[src/rtl/errgrp_pkg.sv]
package errgrp_pkg;

    typedef enum logic [3:0] {
        OUT_NONE  = 4'b0000,
        OUT_READ  = 4'b0001,
        OUT_UNDEF = 4'b0010,
        OUT_TRAP2 = 4'b0100,
        OUT_TRAP3 = 4'b1000
    } outcome_e;

    typedef enum logic [0:0] {
        ST_IDLE = 1'b0,
        ST_RESP = 1'b1
    } state_e;

    localparam logic [5:0] TRAP_EC = 6'h18;

    localparam logic [1:0] ENC_OP0 = 2'b11;
    localparam logic [2:0] ENC_OP1 = 3'b000;
    localparam logic [3:0] ENC_CRN = 4'b0101;
    localparam logic [3:0] ENC_CRM = 4'b0011;
    localparam logic [2:0] ENC_OP2 = 3'b010;

    typedef struct packed {
        logic [1:0]  op0;
        logic [2:0]  op1;
        logic [3:0]  crn;
        logic [3:0]  crm;
        logic [2:0]  op2;
        logic        feat;
        logic [1:0]  el;
        logic [15:0] sel;
        logic [15:0] cnt;
        logic        el3_impl;
        logic        el2_active;
        logic        l3_trap;
        logic        l3_uprio;
        logic        l3_dbg_undef;
        logic        l2_trap;
        logic        fgt2_impl;
        logic        l3_fgt2_en;
        logic        l2_rd_en;
    } req_t;

endpackage

[src/rtl/errgrp_check.sv]
module errgrp_check
    import errgrp_pkg::*;
(
    input  req_t     rq,
    output outcome_e kind
);
    logic enc_hit;
    logic l3_undef_first;
    logic l3_trap_hit;

    assign enc_hit = (rq.op0 == ENC_OP0) && (rq.op1 == ENC_OP1) &&
                     (rq.crn == ENC_CRN) && (rq.crm == ENC_CRM) &&
                     (rq.op2 == ENC_OP2);
    assign l3_undef_first = rq.el3_impl && rq.l3_uprio && rq.l3_trap;
    assign l3_trap_hit    = rq.el3_impl && rq.l3_trap;

    always_comb begin
        kind = OUT_READ;
        if (!enc_hit || !rq.feat) begin
            kind = OUT_UNDEF;
        end else begin
            unique case (rq.el)
                2'd0: kind = OUT_UNDEF;
                2'd1: begin
                    if (l3_undef_first)
                        kind = OUT_UNDEF;
                    else if (rq.el2_active && rq.l2_trap)
                        kind = OUT_TRAP2;
                    else if (rq.el2_active && rq.fgt2_impl &&
                             ((rq.el3_impl && !rq.l3_fgt2_en) || !rq.l2_rd_en))
                        kind = OUT_TRAP2;
                    else if (l3_trap_hit)
                        kind = rq.l3_dbg_undef ? OUT_UNDEF : OUT_TRAP3;
                    else
                        kind = OUT_READ;
                end
                2'd2: begin
                    if (l3_undef_first)
                        kind = OUT_UNDEF;
                    else if (l3_trap_hit)
                        kind = rq.l3_dbg_undef ? OUT_UNDEF : OUT_TRAP3;
                    else
                        kind = OUT_READ;
                end
                default: kind = OUT_READ;
            endcase
        end
    end
endmodule

[src/rtl/errgrp_gather.sv]
module errgrp_gather #(
    parameter int NREC = 256,
    parameter int GW   = 64,
    parameter int SELW = 16
) (
    input  logic [SELW-1:0] sel,
    input  logic [SELW-1:0] cnt,
    input  logic [NREC-1:0] valid,
    input  logic [NREC-1:0] impl,
    output logic [GW-1:0]   word
);
    localparam int GSH  = $clog2(GW);
    localparam int NGRP = (NREC + GW - 1) / GW;
    localparam int PADW = NGRP * GW;
    localparam int GIW  = SELW - GSH;

    logic [PADW-1:0] live;
    logic [GIW-1:0]  grp;
    logic            in_range;
    logic [GW-1:0]   picked;

    assign live     = PADW'(valid & impl);
    assign grp      = sel[SELW-1:GSH];
    assign in_range = (cnt != '0) && (sel < cnt);

    for (genvar q = 0; q < GW; q++) begin : g_bit
        always_comb begin
            picked[q] = 1'b0;
            for (int g = 0; g < NGRP; g++) begin
                if (grp == GIW'(g))
                    picked[q] = live[g*GW + q];
            end
        end
    end

    assign word = in_range ? picked : '0;
endmodule

[src/rtl/errgrp_status_rd.sv]
module errgrp_status_rd
    import errgrp_pkg::*;
#(
    parameter int NREC = 256
) (
    input  logic            clk,
    input  logic            rst_n,
    input  logic            req_i,
    input  logic [1:0]      acc_op0_i,
    input  logic [2:0]      acc_op1_i,
    input  logic [3:0]      acc_crn_i,
    input  logic [3:0]      acc_crm_i,
    input  logic [2:0]      acc_op2_i,
    input  logic            feat_en_i,
    input  logic [1:0]      cur_el_i,
    input  logic [15:0]     rec_sel_i,
    input  logic [15:0]     rec_count_i,
    input  logic [NREC-1:0] rec_valid_i,
    input  logic [NREC-1:0] rec_impl_i,
    input  logic            el3_impl_i,
    input  logic            el2_active_i,
    input  logic            l3_err_trap_i,
    input  logic            l3_undef_prio_i,
    input  logic            l3_dbg_undef_i,
    input  logic            l2_err_trap_i,
    input  logic            fgt2_impl_i,
    input  logic            l3_fgt2_en_i,
    input  logic            l2_grp_rd_en_i,
    output logic            resp_valid_o,
    output logic [3:0]      resp_kind_o,
    output logic [63:0]     rdata_o,
    output logic [5:0]      trap_ec_o
);
    localparam int GW = 64;

    state_e   state_q, state_d;
    req_t     rq;
    outcome_e kind;
    logic [GW-1:0] word;

    // request capture
    always_ff @(posedge clk or negedge rst_n) begin
        if (!rst_n) begin
            rq <= '0;
        end else if (req_i) begin
            rq <= '{op0: acc_op0_i, op1: acc_op1_i, crn: acc_crn_i,
                    crm: acc_crm_i, op2: acc_op2_i, feat: feat_en_i,
                    el: cur_el_i, sel: rec_sel_i, cnt: rec_count_i,
                    el3_impl: el3_impl_i, el2_active: el2_active_i,
                    l3_trap: l3_err_trap_i, l3_uprio: l3_undef_prio_i,
                    l3_dbg_undef: l3_dbg_undef_i, l2_trap: l2_err_trap_i,
                    fgt2_impl: fgt2_impl_i, l3_fgt2_en: l3_fgt2_en_i,
                    l2_rd_en: l2_grp_rd_en_i};
        end
    end

    // state register
    always_ff @(posedge clk or negedge rst_n) begin
        if (!rst_n) state_q <= ST_IDLE;
        else        state_q <= state_d;
    end

    always_comb begin
        unique case (state_q)
            ST_IDLE: state_d = req_i ? ST_RESP : ST_IDLE;
            ST_RESP: state_d = req_i ? ST_RESP : ST_IDLE;
            default: state_d = ST_IDLE;
        endcase
    end

    errgrp_check u_check (
        .rq   (rq),
        .kind (kind)
    );

    errgrp_gather #(.NREC(NREC), .GW(GW), .SELW(16)) u_gather (
        .sel   (rq.sel),
        .cnt   (rq.cnt),
        .valid (rec_valid_i),
        .impl  (rec_impl_i),
        .word  (word)
    );

    // outputs
    always_comb begin
        resp_valid_o = 1'b0;
        resp_kind_o  = OUT_NONE;
        rdata_o      = '0;
        trap_ec_o    = '0;
        unique case (state_q)
            ST_IDLE: ;
            ST_RESP: begin
                resp_valid_o = 1'b1;
                resp_kind_o  = kind;
                rdata_o      = (kind == OUT_READ) ? word : '0;
                trap_ec_o    = (kind == OUT_TRAP2 || kind == OUT_TRAP3) ? TRAP_EC : '0;
            end
            default: ;
        endcase
    end

    a_r1_resp_follows: assert property (@(posedge clk) disable iff (!rst_n)
        req_i |=> resp_valid_o);
    a_r1_no_spurious: assert property (@(posedge clk) disable iff (!rst_n)
        !req_i |=> !resp_valid_o);
    a_r2_one_outcome: assert property (@(posedge clk) disable iff (!rst_n)
        resp_valid_o |-> ($countones(resp_kind_o) == 1));
    a_r2_quiet: assert property (@(posedge clk) disable iff (!rst_n)
        !resp_valid_o |-> (resp_kind_o == 4'b0000));
    a_r4_el0_undef: assert property (@(posedge clk) disable iff (!rst_n)
        (req_i && cur_el_i == 2'd0) |=> (resp_kind_o == 4'b0010));
    a_r7_el3_reads: assert property (@(posedge clk) disable iff (!rst_n)
        (req_i && cur_el_i == 2'd3 && feat_en_i && acc_op0_i == 2'b11 &&
         acc_op1_i == 3'b000 && acc_crn_i == 4'b0101 &&
         acc_crm_i == 4'b0011 && acc_op2_i == 3'b010) |=> (resp_kind_o == 4'b0001));
    a_r8_trap_class: assert property (@(posedge clk) disable iff (!rst_n)
        resp_valid_o |-> ((trap_ec_o == 6'h18) == (resp_kind_o[2] || resp_kind_o[3])));
    a_r10_empty: assert property (@(posedge clk) disable iff (!rst_n)
        (req_i && rec_sel_i >= rec_count_i) |=> (rdata_o == 64'd0));
    a_r11_data_gated: assert property (@(posedge clk) disable iff (!rst_n)
        !resp_kind_o[0] |-> (rdata_o == 64'd0));
endmodule

[config.mk]
export PLATFORM = sky130hd
export DESIGN_NAME = errgrp_status_rd
export DESIGN_NICKNAME = d
export VERILOG_FILES = /design/src/rtl/errgrp_pkg.sv /design/src/rtl/errgrp_check.sv /design/src/rtl/errgrp_gather.sv /design/src/rtl/errgrp_status_rd.sv
export SDC_FILE = /design/constraint.sdc
export NUM_CORES = 1
export LEC_CHECK = 0
export ABC_CLOCK_PERIOD_IN_PS = 2400
export BUFFER_PORTS_ARGS = -buffer_cell sky130_fd_sc_hd__buf_2
export CORE_AREA = 3 3 250 252
export CTS_CLUSTER_DIAMETER = 50
export CTS_CLUSTER_SIZE = 14
export DETAILED_ROUTE_END_ITERATION = 7
export DIE_AREA = 0 0 253 255
export SYNTH_ARGS = -nofsm -noshare
export SYNTH_HDL_FRONTEND = slang
export SYNTH_SLANG_ARGS = --single-unit
[constraint.sdc]
create_clock -name clk -period 2.4 [get_ports clk]
set_input_delay 0.24 -clock clk [delete_from_list [all_inputs] [get_ports clk]]
set_output_delay 0.24 -clock clk [all_outputs]
set_load 0.01 [all_outputs]
* Yosys cells after proc, flatten, opt, wreduce, memory -nomap -nowiden
Index checks and enable logic that the tools add are counted.
** Operators by class
- Eq/ne operators :: 12
- Muxes and demuxes :: 272
- Bitwise operators :: 1
- Order comparisons :: 1
- Reduce and logical (&&, ||, !) cells :: 23
** Operator list (count)
- $mux 1 :: 258
- $and 256x256->256 :: 1
- $mux 64 :: 3
- $mux 4 :: 8
- $eq 10x2->1 const B :: 2
- $lt 16x16->1 :: 1
- $reduce_bool 16->1 :: 1
- $logic_and 1x1->1 :: 12
- $pmux 4 s3 :: 1
- $eq 10x1->1 const B :: 1
- $logic_not 10->1 :: 1
- $mux 5 :: 2
- $eq 4x3->1 const B :: 2
- $eq 2x2->1 const B :: 2
- $eq 4x1->1 const B :: 1
- $eq 4x2->1 const B :: 1
- $eq 4x4->1 const B :: 1
- $logic_not 1->1 :: 4
- $eq 3x2->1 const B :: 1
- $logic_not 3->1 :: 1
- $logic_or 1x1->1 :: 3
- $eq 2x1->1 const B :: 1
- $logic_not 2->1 :: 1
** Word-level totals
- Output and inout bits :: 75
- Word-level logic and storage cells :: 328
- Register bits :: 61

* Depth between registers and ports, before layout
- Word-level depth :: 13
- Depth in mapped cells :: 9

* Hierarchy
Synthesis repeated with hierarchy kept, for this count alone.
** Unflattened totals
- Cell total of the unflattened synthesis :: 880
- Area, all modules :: 7143.1 µm²
** Modules (own cells, without submodules)
- errgrp_gather :: instances 1, sequential area each 0.0 µm², cells each 635, area an instance 4106.4 µm²
- errgrp_status_rd :: instances 1, sequential area each 1526.5 µm², cells each 219, area an instance 2867.8 µm²
- errgrp_check :: instances 1, sequential area each 0.0 µm², cells each 26, area an instance 168.9 µm²

* Worst setup path after synthesis
No wires, ideal clock.
- Path type :: reg-to-output
- Start :: register, netlist name rq[22]
- End :: output rdata_o[10]
- Cell stages (with the launch flop) :: 10
- Slack :: -0.080 ns
- Data arrival time :: 2.240 ns
- Path through :: dfrtp_1 -> inv_1 -> ha_1 -> a21o_1 -> a21o_1 -> a2111o_1 -> a211o_1 -> buf_6 -> buf_6 -> nor4_2
** On the way
- Longest elaborated chain between the ends :: 5
** Ends and longest elaborated chain
- $lt 16x16->1 or $reduce_bool 16->1 (tied branches) :: line errgrp_gather.sv:24 : assign in_range = (cnt != '0) && (sel < cnt);
- $logic_and 1x1->1 * :: line errgrp_gather.sv:24
- $mux 64 * :: line errgrp_gather.sv:36 : assign word = in_range ? picked : '0;
- $mux 64 * :: line errgrp_status_rd.sv:95 : rdata_o = (kind == OUT_READ) ? word : '0;
- $mux 64 * :: line errgrp_status_rd.sv:90 : unique case (state_q)
- end, declared :: line errgrp_status_rd.sv:31 : output logic [63:0] rdata_o,
Every way passes the cells marked *; elsewhere a longest branch is shown, timed or not.

* Worst setup path in the final report
- Start :: register, netlist name rq[22]
- End :: output rdata_o[34]
** On the way
- Longest elaborated chain between the ends :: 5
** Ends and longest elaborated chain (line)
- $lt 16x16->1 or $reduce_bool 16->1 (tied branches) :: errgrp_gather.sv:24
- $logic_and 1x1->1 * :: errgrp_gather.sv:24
- $mux 64 * :: errgrp_gather.sv:36
- $mux 64 * :: errgrp_status_rd.sv:95
- $mux 64 * :: errgrp_status_rd.sv:90
Marks and branches as above.

==> metrics.csv <==
metric;value;unit
synth.area.top_cells;dfrtp_1 (25%), nor4_2 (11%), nand3_1 (10%);
final-seq-area;0.00153;mm2
intPower;3140;uW
crit_family;compound AO/OA/AOI/OAI gates;
arrival;2.79;ns
drc;0;
path_cells;inv_2 > ha_4 > a21o_1 > a21o_1 > a2111o_1 > buf_6 > a211o_4 > buf_12 > buf_12 > nor4_4 > buf_2;
required;2.16;ns
yosysTopAreaCell;dfrtp_1;
antenna_found_initial;41;
layout-drive-gt1-share;0.619;
yosys_warnings;0;
portBuffers;645;
endpoint_kind;output pin;
die_w;253;um
grt_pass1_vias;9117;
fin_hold_ws;0.106;ns
setup_viol;68;
numCtsBuffers;9;
slew_headroom;0.546;
skew;0;ns
area_delta_synth_final;99.9;%
seqPwrFrac;0.246;
antenna_left;0;
io_pins;650;
power.leakage;0.00576;uW
max_stage_delay;0.43;ns
async_reset_ff_frac;1.00;
power_frac_comb;0.457;
synth-main-ff-cell;dfrtp_1;
dp_hpwl;42000;um
p_total;4890;uW
hold_class;input port to flip-flop;
synth_cell_type_count;41;
first_iter_violations;643;
multi_input_area;0.00505;mm2
ir_worst_vdd;380;uV
overflow;0;
clock_latency;0.33;ns
p_per_area;393;mW/mm2
die_y;255;um
syn_inst;750;
place_congestion;0.889;
coreArea;0.0604;mm2
critical_path_class;flip-flop to output pin;
drt-total-wl;50500;um
period_needed;3.03;ns
synth_top_area_share;0.245;
htree_num_levels;3;
num_rows;90;
max_freq;330;MHz
syn_avg_cell_area;8.31;um2
grt_pass1_wl;65300;um
power_switching;1750;uW
synth_edf_count;0;
vias;9239;
initial_core_util;0.103;
max-cap-violations;0;
tightest_slew;0.677;ns
start_kind;flip-flop;
setup_ws;-0.632;ns
grt_usage;0.144;
die-area;0.0645;mm2
hold_viol_final;0;
critPathMaxFanout;5;
via_per_inst;4.13;
grt_max_degree;84;
cts_tree;done;
fin_cells;2238;
violations;setup timing;
firstDrtPassIters;5;
rsz0062_at_grt;yes;
ys_ff_latch;61;
cts_max_path_buffers;2;
netSwitchingFraction;0.358;
clkTransAtPathRegs;0.06;ns
crit_slowest_cell;a2111o_1;
synth_area;0.00623;mm2
dp.cells;2188;
period_share;1.26;
routedWlPerCell;22.5;um
fin_nets;2030;
cts_sinks;61;
status;complete, but fails checks;
fillCellCount;6734;
cts_root_buf;clkbuf_16;
slew_viol_final;0;
critPathBufInv;5;
power.share.clock;0.297;
yosys-top-cells-count;nand2_1 (153), nand3_1 (130), a21o_1 (66), a32o_1 (64), dfrtp_1 (61);
synth.most_common_cell;nand2_1;
yosysSeqAreaShare;0.245;
-- cells by family (layout without fill, tap and decap cells) --
group                      count (synthesis)  count (layout)  share of synthesized area
and+or+nand+nor                          380             380                      0.363
AOI/OAI and AO/OA                        166             167                      0.218
buffers and inverters                     82             773                     0.0627
DFF                                       61              61                      0.245
muxes                                     45              45                     0.0813
adders and majority gates                 15              15                     0.0301
other                                      1              15                   0.000602
-- per-stage QoR --
step	util	area (um2)	setup TNS, ns	setup slack, ns
2_1_floorplan	-	6750	-0.141	-0.0353
3_3_place_gp	0.191	11500	-30.43	-0.528
3_5_place_dp	0.191	11500	-31.75	-0.568
4_1_cts	0.204	12300	-38.48	-0.688
5_1_grt	0.206	12400	-43.69	-0.772
6_report	0.206	12500	-36.21	-0.632
-- state kept, by name (all words and copies together) (netlist names) --
| name | flops |
|---|---|
| rq | 60 |
| state_q | 1 |
-- worst register-to-register path, stage by stage (launching register included) --
cell and delay (ns):
dfrtp_4 0.48, buf_6 0.19, buf_12 0.22, mux2_2 0.32
-- cell usage in the layout, fill, tap and decap left out, types with 13 or more instances in the layout --
cell     instances
dfrtp_1         59
a21o_1          66
nand2_1        153
nand3_1        130
buf_12          26
mux2_2          45
ha_1            13
buf_6           16
o21ai_0         16
buf_4           52
inv_1           14
buf_2          641
nor4_4          63
a32o_1          64
-- what timing repair did --
action | 4_1_cts | 5_1_grt
hold endpoints to repair | 16 | 0
pin swaps | 17 | 9
hold buffers | 1 | 0
buffers inserted | 17 | 5
endpoints found under the setup margin | 69 | 70
cloned | 3 | 2
gates resized for setup | 51 | 17
-- final cells by class --
cell class | instances | area share
antenna | 11 | 0.00221
clock buffer | 10 | 0.0192
clock inverter | 6 | 0.00754
inverter | 15 | 0.00452
multi-input combinational | 611 | 0.406
sequential | 61 | 0.123
tap | 782 | 0.0786
timing repair buffer | 742 | 0.359
-- final timing paths --
| check | start | to | slack [ns] | depth (start not counted) |
|---|---|---|---|---|
| hold reg to reg | rq[53] | rq[53] | 0.51 | 1 |
| hold / removal | rec_count_i[3] | rq[12] | 0.11 | 3 |
| setup reg to reg | rq[32] | rq[32] | 1.08 | 3 |
| max in group asynchronous | rst_n | rq[31] | 1.27 | 3 |
| min in group asynchronous | rst_n | rq[36] | 0.38 | 2 |
| setup / recovery | rq[22] | rdata_o[34] | -0.63 | 11 |
-- layer usage --
metal / wire (um) / share of wire / vias to the layer above / global-route usage
met4: 1330 / 0.026 / 20 / 0.0369
li1: - / - / 4242 / -
met3: 4350 / 0.086 / 102 / 0.0407
met1: 20400 / 0.40 / 4296 / 0.175
met5: 130 / 0.0026 / - / 0
met2: 24300 / 0.48 / 579 / 0.248
-- power by group through the flow --
stage          Combinational, uW  Clock [uW]  Sequential (uW)
2_1_floorplan               1030           0             1200
3_3_place_gp                2090           0             1210
3_5_place_dp                2090           0             1220
4_1_cts                     2240        1500             1210
5_1_grt                     2410        1530             1220
6_report                    2240        1450             1210
Note: power is estimated with default switching activity, not from simulation.
